<file path="src/rtl/xlat_walker.sv">
module xlat_walker #(
  parameter int L1W = 12,
  parameter int L2W = 8
) (
  input  logic        clk,
  input  logic        rst_n,
  input  logic        base_we,
  input  logic [31:0] base_wdata,
  input  logic        req_valid,
  output logic        req_ready,
  input  logic [31:0] req_va,
  output logic        mem_req_valid,
  input  logic        mem_req_ready,
  output logic [31:0] mem_req_addr,
  input  logic        mem_rsp_valid,
  input  logic [31:0] mem_rsp_data,
  output logic        rsp_valid,
  output logic [31:0] rsp_pa,
  output logic [3:0]  rsp_aci,
  output logic [1:0]  rsp_fault,
  input  logic [1:0]  fault_clr,
  output logic        fault_l1_pend,
  output logic [31:0] fault_l1_va,
  output logic        fault_l2_pend,
  output logic [31:0] fault_l2_va
);
  localparam int OFFW  = 32 - L1W - L2W;
  localparam int ALIGN = L2W + 2;

  typedef enum logic [2:0] {S_IDLE, S_L1_REQ, S_L1_WAIT, S_L2_REQ, S_L2_WAIT, S_DONE, S_FAULT} state_t;

  state_t      state;
  logic [31:0] base_q, va_q, addr_q, pa_q;
  logic [3:0]  aci_q;
  logic [1:0]  code_q;

  logic [31:0] l1_off, l2_off, pt_base;
  logic        l1_ok, l2_ok, l1_bad, l2_bad;

  assign l1_off  = {{(30-L1W){1'b0}}, req_va[31 -: L1W], 2'b00};
  assign l2_off  = {{(30-L2W){1'b0}}, va_q[OFFW +: L2W], 2'b00};
  assign pt_base = {mem_rsp_data[31:ALIGN], {ALIGN{1'b0}}};
  assign l1_ok   = mem_rsp_data[1:0] == 2'b01;
  assign l2_ok   = mem_rsp_data[1];
  assign l1_bad  = (state == S_L1_WAIT) && mem_rsp_valid && !l1_ok;
  assign l2_bad  = (state == S_L2_WAIT) && mem_rsp_valid && !l2_ok;

  assign req_ready     = state == S_IDLE;
  assign mem_req_valid = (state == S_L1_REQ) || (state == S_L2_REQ);
  assign mem_req_addr  = addr_q;
  assign rsp_valid     = (state == S_DONE) || (state == S_FAULT);
  assign rsp_pa        = (state == S_DONE) ? pa_q : '0;
  assign rsp_aci       = (state == S_DONE) ? aci_q : '0;
  assign rsp_fault     = (state == S_FAULT) ? code_q : 2'b00;

  always_ff @(posedge clk) begin
    if (!rst_n) base_q <= '0;
    else if (base_we) base_q <= base_wdata;
  end

  always_ff @(posedge clk) begin
    if (!rst_n) begin
      state  <= S_IDLE;
      va_q   <= '0;
      addr_q <= '0;
      pa_q   <= '0;
      aci_q  <= '0;
      code_q <= 2'b00;
    end else begin
      case (state)
        S_IDLE: if (req_valid) begin
          va_q   <= req_va;
          addr_q <= base_q + l1_off;
          state  <= S_L1_REQ;
        end
        S_L1_REQ: if (mem_req_ready) state <= S_L1_WAIT;
        S_L1_WAIT: if (mem_rsp_valid) begin
          if (l1_ok) begin
            addr_q <= pt_base + l2_off;
            state  <= S_L2_REQ;
          end else begin
            code_q <= 2'b01;
            state  <= S_FAULT;
          end
        end
        S_L2_REQ: if (mem_req_ready) state <= S_L2_WAIT;
        S_L2_WAIT: if (mem_rsp_valid) begin
          if (l2_ok) begin
            pa_q   <= {mem_rsp_data[31:OFFW], va_q[OFFW-1:0]};
            aci_q  <= mem_rsp_data[7:4];
            code_q <= 2'b00;
            state  <= S_DONE;
          end else begin
            code_q <= 2'b10;
            state  <= S_FAULT;
          end
        end
        default: state <= S_IDLE;
      endcase
    end
  end

  always_ff @(posedge clk) begin
    if (!rst_n) begin
      fault_l1_pend <= 1'b0;
      fault_l1_va   <= '0;
    end else if (l1_bad && (!fault_l1_pend || fault_clr[0])) begin
      fault_l1_pend <= 1'b1;
      fault_l1_va   <= va_q;
    end else if (fault_clr[0]) begin
      fault_l1_pend <= 1'b0;
    end
  end

  always_ff @(posedge clk) begin
    if (!rst_n) begin
      fault_l2_pend <= 1'b0;
      fault_l2_va   <= '0;
    end else if (l2_bad && (!fault_l2_pend || fault_clr[1])) begin
      fault_l2_pend <= 1'b1;
      fault_l2_va   <= va_q;
    end else if (fault_clr[1]) begin
      fault_l2_pend <= 1'b0;
    end
  end
endmodule

</file>
<file path="config.mk">
export PLATFORM = sky130hd
export DESIGN_NAME = xlat_walker
export DESIGN_NICKNAME = d
export VERILOG_FILES = /design/src/rtl/xlat_walker.sv
export SDC_FILE = /design/constraint.sdc
export NUM_CORES = 1
export LEC_CHECK = 0
export CORE_UTILIZATION = 44
export DETAILED_ROUTE_END_ITERATION = 8
export PLACE_DENSITY = 0.8
export RECOVER_POWER = 50
export SYNTH_ARGS = -nofsm -noshare
export SYNTH_HDL_FRONTEND = slang
export SYNTH_SLANG_ARGS = --single-unit
</file>
<file path="constraint.sdc">
create_clock -name clk -period 2.8 [get_ports clk]
set_clock_uncertainty 0.1 [all_clocks]
set_input_delay 0.56 -clock clk [delete_from_list [all_inputs] [get_ports clk]]
set_output_delay 0.56 -clock clk [all_outputs]
set_load 0.005 [all_outputs]
</file>
### Word-level counts from Yosys, hierarchy flattened

Cells that the tools add are included.

| word-level totals | value |
|---|---|
| input port bits | 104 |
| word-level logic and storage cells | 75 |
| bits in registers | 203 |
| output and inout bits | 139 |

| cells by class | value |
|---|---|
| multiplexer cells | 24 |
| reduce and logical (&&, ||, !) cells | 24 |
| equality and inequality tests | 14 |
| add/sub/neg operators | 2 |

Operators with widths:

| kind | number |
|---|---|
| two-way mux 32 bit | 4 |
| one-hot mux 32 bit (2 select lines) | 1 |
| adder 32 x 10 -> 32 bit | 1 |
| adder 32 x 14 -> 32 bit | 1 |
| two-way mux 3 bit | 6 |
| one-hot mux 3 bit (5 select lines) | 1 |
| inequality test 2 bit (second input constant) | 7 |
| two-way mux 2 bit | 6 |
| equality test 3 bit (second input constant) | 3 |
| AND reduction 4 bit | 2 |
| nonzero test 2 bit | 4 |
| equality test 3 x 2 -> 1 bit (second input constant) | 2 |
| logical AND 1 bit | 6 |
| AND reduction 5 bit | 1 |
| logical NOT 1 bit | 4 |
| logical OR 1 bit | 4 |
| two-way mux 1 bit | 4 |
| two-way mux 4 bit | 1 |
| one-hot mux 2 bit (2 select lines) | 1 |
| equality test 3 x 1 -> 1 bit (second input constant) | 1 |
| logical NOT 3 bit | 1 |
| AND reduction 3 bit | 1 |
| equality test 2 x 1 -> 1 bit (second input constant) | 1 |
| AND reduction 2 bit | 1 |

### Logic depth before layout (Yosys ltp)

| logic depth | value |
|---|---|
| word-level depth | 5 |
| gate-level depth with buffers | 10 |
| gate-level depth less buffers | 9 |

### Worst setup path before layout

Ideal clock, no wire load.

| timing path | value |
|---|---|
| path type | in2reg |
| start | input port req_va[20] |
| end | register addr_q[18] (netlist: mem_req_addr[18]) |
| path buffers | 0 |
| cell stages on the path | 9 |
| setup time | 0.095 ns |
| required time | 2.605 ns |
| setup slack | -0.018 ns |
| arrival time | 2.622 ns |
| path through | ha_1 > fa_1 > a211oi_1 > o21ai_1 > a21bo_2 > a31oi_1 > nor3_1 > xnor2_1 > a221oi_1 |

| between the ends | value |
|---|---|
| word-level cells in the longest chain between the ends | 3 |

Ends and longest elaborated chain:

| what | line | text |
|---|---|---|
| start: declaration | 11 | `input logic [31:0] req_va,` |
| adder 32 x 14 -> 32 bit | 73 | `addr_q <= base_q + l1_off;` |
| two-way mux 32 bit | 71 | `S_IDLE: if (req_valid) begin` |
| one-hot mux 32 bit (2 select lines) | 70 | `case (state)` |
| end signal: assignment | 73 |  |
| end signal: assignment | 79 | `addr_q <= pt_base + l2_off;` |
| end: declaration | 33 | `logic [31:0] base_q, va_q, addr_q, pa_q;` |

No other way between the ends. The select of a mux whose other input is x is not followed.
A chain may end at the register's enable or synchronous reset.

### Worst setup path after layout

| timing path | value |
|---|---|
| start | register state[2] |
| end | output port req_ready |

| between the ends | value |
|---|---|
| word-level cells in the longest chain between the ends | 1 |

Ends and longest elaborated chain:

| what | line | text |
|---|---|---|
| start: declaration | 32 | `state_t state;` |
| start signal: assignment | 63 | `state <= S_IDLE;` |
| start signal: assignment | 74 | `state <= S_L1_REQ;` |
| start signal: assignment | 76 | `S_L1_REQ: if (mem_req_ready) state <= S_L1_WAIT;` |
| logical NOT 3 bit | 48 | `assign req_ready = state == S_IDLE;` |
| end: declaration | 10 | `output logic req_ready,` |

No other way between the ends.

==> flow_metrics.tcl <==
set metrics [dict create \
    slew_headroom_pct 32.4 \
    yosysUniqueCellTypes 68 \
    rr_startpoint "state[2]" \
    netlist_top_cells_count "302 x nand2_1, 203 x dfxtp_1, 164 x a21oi_1" \
    maxSlewViolCount 0 \
    min_period_over_period_pct 98.3 \
    dieHeight_um 144 \
    yosysMostFrequentCell "nand2_1" \
    grt_max_degree 57 \
    post-route-util_pct 63.6 \
    slowest_stage "clkdlybuf4s50_1" \
    via_count 8484 \
    synthCells 1079 \
    synth_top_cell_area_share_pct 46.1 \
    place_area_mm2 0.0117 \
    ir_drop_uv 429 \
    finalHoldViolCount 0 \
    fmax_mhz 363 \
    grt_pass1_wl_um 40500 \
    synth_nets 1196 \
    die-width_um 144 \
    pwr-share-clk_pct 36.9 \
    finalWirelength_um 26300 \
    status "completed" \
    p_int_w 0.00564 \
    crit_type "register to primary output" \
    switchingPower_w 0.00230 \
    period_minus_slack_ps 2750 \
    area_growth_pct 41.0 \
    avgSynthCellArea_um2 8.17 \
    r2r-end "va_q[11]" \
    num-nets-final 1447 \
    swShare_pct 29.0 \
    hp-start "fault_l2_va[6]" \
    netlist_area_mm2 0.00881 \
    gp_congestion 0.928 \
    holdWs_ps 352 \
    seq_area_mm2 0.00407 \
    io_pins 243 \
    dp_cells 1569 \
    r2r_slack_ps 220 \
    clk_latency_ps 500 \
    nFillCells 1685 \
    p_per_area_mw_per_mm2 639 \
    min_to "fault_l2_va[6]" \
    cts_tree "built" \
    drtIter0Drc 562 \
    sequentialPowerShare_pct 41.4 \
    drt_pass1_iterations 5 \
    worstPathRequired_ps 2140 \
    ys.flop_type "dfxtp_1" \
    multi_input_area_mm2 0.00433 \
    grt_antenna_before_repair 0 \
    setup_viol 0 \
    cp-end-kind "primary output" \
    synth_edf_count 0 \
    n_antenna_cell 0 \
    design_area_mm2 0.0124 \
    io_buffers 238 \
    start_util_pct 45.1 \
    max_cap_viol_count 0 \
    cts.sinks 203 \
    synth_seq_cells 203 \
    die-area_mm2 0.0206 \
    root_buffer "clkbuf_16" \
    hold_class "register to register" \
    stdcell_count 1610 \
    ctsHoldBuffers 0 \
    path_cells "buf_4 -> nor3_1 -> clkdlybuf4s50_1" \
    via_per_inst 5.27 \
    rsz0062_at_grt "no" \
    synth_area_leader_cell "dfxtp_1" \
    hold_depth 2 \
    cp_max_fo 17 \
    reg2reg_depth 6 \
    p_leak_nw 4.87 \
    path_clk_slew_ps 60 \
    drc 0 \
    drive_gt1_share_pct 9.89 \
    grt.overflow.total 0 \
    cts_buffer_depth 3 \
    max_slew.worst_pin.slew_ps 1010 \
    grt_use_total_pct 24.9 \
    ys_seq_area_share_pct 46.1 \
    ys_warn_count 0 \
    total_power_w 0.00794 \
    yosys-top-cells-area "dfxtp_1 46%, nand2_1 13%, a21oi_1 9.3%" \
    startpoint_type "register" \
    htree_levels 1 \
    synthArstFlopShare_pct 0 \
    critPathArrivalTime_ps 2090 \
    avgRoutedWirePerCell_um 16.3 \
    dp_hpwl_um 18900 \
    rows 51 \
    power_frac_comb_pct 21.6 \
    antenna_left 0 \
    grt_pass1_vias 7914 \
    core_area_mm2 0.0195 \
    slowest_delay_ps 620 \
    numCtsBuffers 22 \
]
timing repair:
action                                 CTS  global route
pin swaps                                1             1
setup endpoints to repair               32             7
setup buffers                            0             2
resized for setup                        2             1
endpoints found under the hold margin    0             0
critical path, delay by kind of cell (launching register included):
kind | cells | cell delay, ps
buf+inv | 2 | 800
simple gates | 1 | 490
flops | 1 | 310
through the flow:
stage	setup WS (ps)	TNS, ps
floorplan	60.6	0
global placement	-445	-4860
detailed placement	-526	-6170
CTS	26.4	0
global route	23.3	0
finish	48.6	0
layout make-up:
| class | instances | area share, % |
|---|---|---|
| flip-flops and latches | 203 | 32.7 |
| inverters | 8 | 0.282 |
| clock inverters | 8 | 0.775 |
| well taps | 265 | 2.67 |
| clock buffers | 31 | 5.11 |
| multi-input cells | 787 | 34.9 |
| repair buffers | 308 | 23.6 |
power by group through the flow:
stage / combinational, W / sequential (W) / clock [W]
floorplan: 0.000975 / 0.00329 / 0
global placement: 0.00168 / 0.00334 / 0
detailed placement: 0.00172 / 0.00335 / 0
CTS: 0.00173 / 0.00329 / 0.00298
global route: 0.00187 / 0.00332 / 0.00309
finish: 0.00172 / 0.00329 / 0.00293
cells by family (layout without fill, tap and decap cells):
kind of cell / Yosys count / after routing / share of synthesized area [%]
flops: 203 / 203 / 46.1
buf+inv: 89 / 355 / 4.91
simple gates: 468 / 468 / 23.4
compound gates: 240 / 240 / 16.5
mux: 43 / 43 / 4.88
xor+xnor: 23 / 23 / 2.29
fa+ha+maj: 13 / 13 / 1.93
how the worst max path moves through the flow:
stage          startpoint          endpoint  depth (start not counted)
3_3_place_gp   req_va[20]  mem_req_addr[18]                         11
3_5_place_dp   req_va[20]  mem_req_addr[18]                         11
2_1_floorplan  req_va[20]  mem_req_addr[18]                          9
5_1_grt        req_va[20]  mem_req_addr[18]                         11
6_report         state[2]         req_ready                          3
4_1_cts        req_va[20]  mem_req_addr[18]                         11
placed cells by master, fill, tap and decap left out, types with 8 or more instances in the layout:
| cell type | instances |
|---|---|
| nand2_1 | 302 |
| dfxtp_1 | 202 |
| clkdlybuf4s50_1 | 174 |
| a21oi_1 | 164 |
| nor2_1 | 68 |
| dlygate4sd3_1 | 63 |
| buf_4 | 59 |
| and3_1 | 46 |
| mux2i_1 | 43 |
| clkbuf_16 | 23 |
| xnor2_1 | 15 |
| o21ai_0 | 11 |
| ha_1 | 11 |
| nor3_1 | 9 |
| a221oi_1 | 9 |
| clkbuf_1 | 9 |
| xor2_1 | 8 |
registers in the layout, summed over array words and instances, names as in the netlist:
signal	flops
aci_q	4
fault_l1_va	32
state	3
pa_q	32
mem_req_addr	32
fault_l2_va	32
fault_l1_pend	1
code_q	2
va_q	32
base_q	32
fault_l2_pend	1
metal layers:
layer / vias to the layer above / track usage, % / routed length [um]
met3: 66 / 4.30 / 1780
li1: 4161 / - / -
met5: - / 0 / 0
met1: 3946 / 30.9 / 11000
met2: 311 / 42.4 / 12500
met4: 0 / 10.4 / 1000
(Power assumes the default switching activity.)
